### src/rtl/pet_ctrl.sv
module pet_ctrl #(
  parameter int NCH = 8,
  parameter int AW  = 16,
  parameter int DW  = 16,
  parameter int CW  = 8
) (
  input  logic                   clk,
  input  logic                   rst_n,
  input  logic [NCH-1:0]         req_i,
  input  logic                   cfg_we,
  input  logic [$clog2(NCH)-1:0] cfg_ch,
  input  logic [1:0]             cfg_sel,
  input  logic [AW-1:0]          cfg_wdata,
  output logic [NCH-1:0]         gnt_o,
  output logic [NCH-1:0]         irq_o,
  output logic                   bus_rd_o,
  output logic                   bus_wr_o,
  output logic [AW-1:0]          bus_addr_o,
  output logic [DW-1:0]          bus_wdata_o,
  input  logic [DW-1:0]          bus_rdata_i
);
  localparam int IW = $clog2(NCH);

  typedef enum logic [1:0] {S_IDLE, S_RD, S_WR} st_t;

  st_t            st_q;
  logic [IW-1:0]  cur_q;
  logic [DW-1:0]  data_q;
  logic [NCH-1:0] pend_q;
  logic [CW-1:0]  cnt_q [NCH];
  logic [AW-1:0]  src_q [NCH];
  logic [AW-1:0]  dst_q [NCH];

  logic [IW-1:0]  top;
  logic           hit;
  logic           start;
  logic           done;
  logic [NCH-1:0] clr;

  always_comb begin
    top = '0;
    hit = 1'b0;
    for (int i = 0; i < NCH; i++) begin
      if (pend_q[i]) begin
        top = IW'(i);
        hit = 1'b1;
      end
    end
  end

  assign start = (st_q == S_IDLE) && hit && (cnt_q[top] != '0);
  assign done  = (st_q == S_WR);
  assign clr   = (done && (cnt_q[cur_q] != CW'(1))) ? (NCH'(1) << cur_q) : '0;

  always_ff @(posedge clk or negedge rst_n) begin
    if (!rst_n) begin
      st_q   <= S_IDLE;
      cur_q  <= '0;
      data_q <= '0;
      pend_q <= '0;
    end else begin
      pend_q <= (pend_q & ~clr) | req_i;
      case (st_q)
        S_IDLE: if (start) begin
          st_q  <= S_RD;
          cur_q <= top;
        end
        S_RD: begin
          st_q   <= S_WR;
          data_q <= bus_rdata_i;
        end
        default: st_q <= S_IDLE;
      endcase
    end
  end

  for (genvar g = 0; g < NCH; g++) begin : g_ch
    wire sel_w = cfg_we && (cfg_ch == IW'(g));
    wire own_w = done && (cur_q == IW'(g));

    always_ff @(posedge clk or negedge rst_n) begin
      if (!rst_n) begin
        cnt_q[g] <= '0;
        src_q[g] <= '0;
        dst_q[g] <= '0;
      end else begin
        if (own_w) begin
          cnt_q[g] <= cnt_q[g] - CW'(1);
          src_q[g] <= src_q[g] + AW'(1);
          dst_q[g] <= dst_q[g] + AW'(1);
        end
        if (sel_w) begin
          case (cfg_sel)
            2'd0:    cnt_q[g] <= cfg_wdata[CW-1:0];
            2'd1:    src_q[g] <= cfg_wdata;
            2'd2:    dst_q[g] <= cfg_wdata;
            default: ;
          endcase
        end
      end
    end

    assign irq_o[g] = pend_q[g] && (cnt_q[g] == '0);
    assign gnt_o[g] = (st_q != S_IDLE) && (cur_q == IW'(g));
  end

  assign bus_rd_o    = (st_q == S_RD);
  assign bus_wr_o    = (st_q == S_WR);
  assign bus_addr_o  = (st_q == S_RD) ? src_q[cur_q] : dst_q[cur_q];
  assign bus_wdata_o = data_q;
endmodule

### config.mk
export PLATFORM = sky130hd
export DESIGN_NAME = pet_ctrl
export DESIGN_NICKNAME = d
export VERILOG_FILES = /design/src/rtl/pet_ctrl.sv
export SDC_FILE = /design/constraint.sdc
export NUM_CORES = 1
export LEC_CHECK = 0
export BUFFER_PORTS_ARGS = -buffer_cell sky130_fd_sc_hd__buf_2
export CAP_MARGIN = 0
export CORE_ASPECT_RATIO = 2
export CORE_MARGIN = 4
export CORE_UTILIZATION = 38
export CTS_CLUSTER_SIZE = 24
export DETAILED_ROUTE_END_ITERATION = 10
export HOLD_SLACK_MARGIN = 0.03
export PLACE_DENSITY = 0.65
export SLEW_MARGIN = 20
export SYNTH_ARGS = -nofsm -noshare
export SYNTH_HDL_FRONTEND = slang
export SYNTH_SLANG_ARGS = --single-unit
### constraint.sdc
create_clock -name clk -period 2.7 [get_ports clk]
set_clock_uncertainty 0.1 [all_clocks]
set_input_delay 0.27 -clock clk [delete_from_list [all_inputs] [get_ports clk]]
set_output_delay 0.27 -clock clk [all_outputs]
set_load 0.02 [all_outputs]
# ---- Word level (Yosys, flattened, before mapping)
# Cells that the tools add are included.
dict set report totals {
  regBits 349
}
dict set report classes {
  add_sub_neg 24
  order_cmp 2
  eq_ne 20
  shifts 1
  mux 103
  n_bitwise 5
  reduce_logical 50
}
# cell count
set ops {}
lappend ops {{16-bit 2-to-1 mux} 53}
lappend ops {{16-bit by 1-bit adder with 16-bit output (second input constant)} 16}
lappend ops {{8-bit 2-to-1 mux} 29}
lappend ops {{16-bit binary-select mux with 3-bit select} 2}
lappend ops {{8-bit logical NOT} 8}
lappend ops {{8-bit by 1-bit subtractor with 8-bit output (second input constant)} 8}
lappend ops {{8-bit binary-select mux with 3-bit select} 2}
lappend ops {{1-bit logical AND} 35}
lappend ops {{3-bit equality test (second input constant)} 8}
lappend ops {{3-bit by 2-bit equality test with 1-bit output (second input constant)} 4}
lappend ops {{3-bit 2-to-1 mux} 4}
lappend ops {{1-bit 2-to-1 mux} 9}
lappend ops {{8-bit bitwise AND} 1}
lappend ops {{4-bit greater-or-equal comparator (second input constant)} 2}
lappend ops {{8-bit by 1-bit != test with 1-bit output (second input constant)} 1}
lappend ops {{3-bit NOT with 4-bit output} 2}
lappend ops {{8-bit NOT} 1}
lappend ops {{8-bit OR} 1}
lappend ops {{8-bit nonzero test} 1}
lappend ops {{1-bit by 3-bit << shifter with 8-bit output (first input constant)} 1}
lappend ops {{3-bit by 1-bit equality test with 1-bit output (second input constant)} 2}
lappend ops {{3-bit logical NOT} 2}
lappend ops {{2-bit 2-to-1 mux} 3}
lappend ops {{2-bit by 1-bit equality test with 1-bit output (second input constant)} 2}
lappend ops {{other kinds (6)} 8}

# ---- Logic depth before layout (Yosys ltp)
dict set report logic_depth {
  depth_word 15
  ltp_mapped 9
  depth_no_buf 7
}

# ---- Worst setup path after synthesis
# No wires, ideal clock.
dict set report synth_path {
  path_type {register to output}
  start {register cur_q[0]}
  end {output port bus_addr_o[0]}
  arrival_ns 2.087
  required_time_ns 2.330
  setup_slack_ns 0.243
  path_stages_with_launch 5
  path_cell_list {dfrtp_1 > buf_2 > buf_1 > mux4_2 > mux4_2}
}
dict set report synth_between {
  elab_chain_len 5
  elab_cells_between_ends 8
  cone_classes {7 x mux; 1 x bitwise}
}
# element line_no
set synth_lines {}
lappend synth_lines {{start, declared} 27} ;# logic [IW-1:0] cur_q;
lappend synth_lines {{start signal, assigned} 66} ;# cur_q <= top;
lappend synth_lines {{3-bit NOT with 4-bit output (not written as such) *} 109} ;# assign bus_addr_o = (st_q == S_RD) ? src_q[cur_q] : dst_q[cur_q];
lappend synth_lines {{16-bit binary-select mux with 3-bit select} 109}
lappend synth_lines {{16-bit 2-to-1 mux (not written as such) (2 in a row)} 109}
lappend synth_lines {{16-bit 2-to-1 mux *} 109}
lappend synth_lines {{end, declared} 18} ;# output logic [AW-1:0] bus_addr_o,
# Mark *: on every way between the ends. The rest lies on a longest branch, timed or not. The select of a mux whose other input is x is not followed.

# ---- Worst setup path in the final report
dict set report layout_path {
  start {register cur_q[0]}
  end {output port bus_addr_o[6]}
}
# The elaborated chain is that of the path after synthesis.

==> impl_metrics.env <==
export IMPL_cp_arrival_ns=2.66
export IMPL_synthSimpleGateAreaFrac_pct=20.7
export IMPL_cp_end_kind="primary output"
export IMPL_clk_path_buf_depth=3
export IMPL_rows=120
export IMPL_slew_headroom_pct=43.9
export IMPL_vias=17285
export IMPL_drive_above_1_share_pct=17.2
export IMPL_clockRootBuffer="clkbuf_16"
export IMPL_required_ns=2.33
export IMPL_crit_type="flip-flop to primary output"
export IMPL_totalWireLength_mm=68.9
export IMPL_fmax_mhz=330
export IMPL_die_w_um=173
export IMPL_drt_iter0_drc=1166
export IMPL_rsz0062_at_grt="true"
export IMPL_track_usage_pct=23.2
export IMPL_dr_pass1_iters=7
export IMPL_cts_sinks=349
export IMPL_worst_pin_slew_ns=0.841
export IMPL_grt_remaining_overflow=0
export IMPL_portBuffers=97
export IMPL_final_cells=3037
export IMPL_grt_use_met2_pct=41.8
export IMPL_cpPeakStageDelay_ns=0.60
export IMPL_cp_common_cell="mux4_2"
export IMPL_synth_edf_count=0
export IMPL_synth_seq_cells=349
export IMPL_synth_top_family_by_area="simple AND/OR/NAND/NOR gates"
export IMPL_synth_compound_area_share_pct=8.94
export IMPL_dpl_worst_slack_ns=0.0774
export IMPL_synth_top_area_share_pct=42.2
export IMPL_syn_avg_cell_area_um2=9.40
export IMPL_grt_max_degree=84
export IMPL_cts_buffers=34
export IMPL_dp_hpwl_mm=50.3
export IMPL_hold_viol=0
export IMPL_finalSetupViolCount=16
export IMPL_synth_seq_area_share_pct=42.2
export IMPL_placed_cells=2941
export IMPL_leakagePower_nw=9.08
export IMPL_cp_slowest_cell="mux4_2"
export IMPL_synth_top_area_cell="dfrtp_1"
export IMPL_p_per_area_nw_per_um2=922
export IMPL_cap_violations=0
export IMPL_synth_flop_cell="dfrtp_1"
export IMPL_fin_nets=2412
export IMPL_worst_path_max_fanout=8
export IMPL_grt_busiest_layer="met2"
export IMPL_vdd_drop_max_mv=0.444
export IMPL_cts_tree="done"
export IMPL_synthMuxAreaShare_pct=11.3
export IMPL_fin_crit_sh_pct=112
export IMPL_start_kind="flip-flop"
export IMPL_area_growth_pct=16.1
export IMPL_ys_top_cells_by_area="dfrtp_1 42%, mux4_2 8.8%, xor2_1 6.4%"
export IMPL_place_congestion=0.925
export IMPL_core_area_um2=53800
export IMPL_insertion_delay_ns=0.55
export IMPL_grt_pass1_wl_mm=106
export IMPL_grtUsageMet1_pct=24.1
export IMPL_grt_pass1_vias=18266
export IMPL_layout_setup_ws_ns=-0.327
export IMPL_io_pins=98
export IMPL_yosys_cell_types_count=68
export IMPL_violations="setup timing"
export IMPL_syn_nets=2276
export IMPL_clk_pin_slew_ns=0.07
export IMPL_post_route_drc_count=0
export IMPL_ant_nets=0
export IMPL_synth_cells=2204
export IMPL_routedWlPerCell_um=22.7
export IMPL_synth_cell_area_um2=20700
export IMPL_htree_levels=2
export IMPL_antenna_found_initial=3
export IMPL_gr_usage_met3_pct=3.66
export IMPL_die_area_um2=58500
export IMPL_slew_viol_final=0
export IMPL_status="complete, but fails checks"
export IMPL_synth_adder_area_share_pct=1.45
export IMPL_synth_xor_xnor_area_share_pct=12.4
export IMPL_start_util_pct=38.5
export IMPL_vias_per_cell=5.69
export IMPL_die_y_um=338
export IMPL_synth_async_reset_ratio_pct=100
export IMPL_ys_warnings_count=0
export IMPL_hp_class="input pin to flip-flop"
export IMPL_worstPathCellList="buf_12 > buf_16 > mux4_2 > mux4_2 > buf_6"
export IMPL_fin_crit_ns=3.03
-- registers in the layout, indices dropped and copies added, names as in the netlist --
register / count
bus_wdata_o: 16
cnt_q: 64
cur_q: 3
src_q: 128
st_q: 2
dst_q: 128
pend_q: 8
-- cell families (layout without fill, tap and decap cells) --
kind of cell	Yosys count	after routing
other	0	1
adder cells (fa/ha/maj)	24	24
AND/OR/NAND/NOR	905	905
buffers and inverters	156	317
AO/OA/AOI/OAI	348	348
flip-flops	349	349
multiplexers	128	128
XOR/XNOR	294	294
-- worst max-delay path, delay by kind of cell (launching register included) --
family | cells | cell delay, ns
buf+inv | 3 | 0.54
flops | 1 | 0.42
mux | 2 | 1.14
-- area by class of cell --
cell class | instances | area, um2
Fill cell | 5039 | 29700
Multi-Input combinational cell | 1699 | 11400
Sequential cell | 349 | 8740
Timing Repair Buffer | 227 | 1840
Clock buffer | 50 | 1030
Tap cell | 671 | 840
Inverter | 29 | 109
Clock inverter | 11 | 95.1
Antenna cell | 1 | 2.50
-- cell usage after synthesis, types with 31 or more instances --
library cell,instances
a21oi_1,200
and3_1,40
clkbuf_1,93
dfrtp_1,349
mux4_2,81
nand2_1,254
nand3_1,86
nand4_1,59
nor2_1,313
nor3_1,47
o21ai_0,90
o21ai_1,31
xnor2_1,143
xor2_1,151
-- what timing repair did --
action                     in CTS  in global routing
buffers inserted                6                  0
hold buffers                   26                  0
gates resized for setup        24                 11
setup endpoints to repair      17                 19
hold endpoints to repair      193                  0
cloned                          3                  0
-- through the flow --
stage / hold slack, ns / cell area [um2] / utilization (%) / TNS [ns] / power [mW]
floorplan: -0.126 / 20700 / - / 0 / 13.7
global placement: 0.133 / 22400 / 41.7 / 0 / 16.3
detailed placement: 0.133 / 22400 / 41.7 / 0 / 16.6
CTS: 0.0493 / 24000 / 44.7 / -4.65 / 22.1
global route: 0.0765 / 24000 / 44.7 / -4.71 / 23.3
finish: 0.0680 / 24000 / 44.7 / -4.25 / 22.2
-- worst paths after layout --
kind                                        to      startpoint  slack, ns  cells past startpoint
min in group asynchronous             cnt_q[8]           rst_n       0.13                      2
worst max register to register       dst_q[31]        cur_q[0]       0.11                     10
worst max-delay path             bus_addr_o[6]        cur_q[0]      -0.33                      5
worst min register to register  bus_wdata_o[3]  bus_wdata_o[3]       0.40                      1
max in group asynchronous            src_q[90]           rst_n       1.45                      3
worst min-delay path                 dst_q[72]    cfg_wdata[8]       0.07                      3
-- placed cells by master (no fill, tap or decap), types with 17 or more instances in the layout --
cell type,instances
a21oi_1,200
and3_1,40
buf_2,84
buf_4,89
clkbuf_16,35
dfrtp_1,347
dlygate4sd3_1,26
ha_1,24
inv_1,28
mux2_2,28
mux2i_1,17
mux4_2,81
nand2_1,254
nand3_1,86
nand4_1,59
nor2_1,307
nor3_1,46
o21ai_0,90
o21ai_1,31
xnor2_1,143
xor2_1,151
-- power by group --
group	leakage (nW)	internal (mW)	switching, mW
Combinational	4.74	4.11	4.08
Sequential	3.79	6.84	2.14
Clock	0.552	2.77	2.24
-- routing by layer --
metal  part of all wire, %  vias up
met5                     0        -
met4                   8.7        0
met3                   5.5      240
met2                    52      652
met1                    34     8469
li1                      -     7924
(Power assumes the default switching activity.)
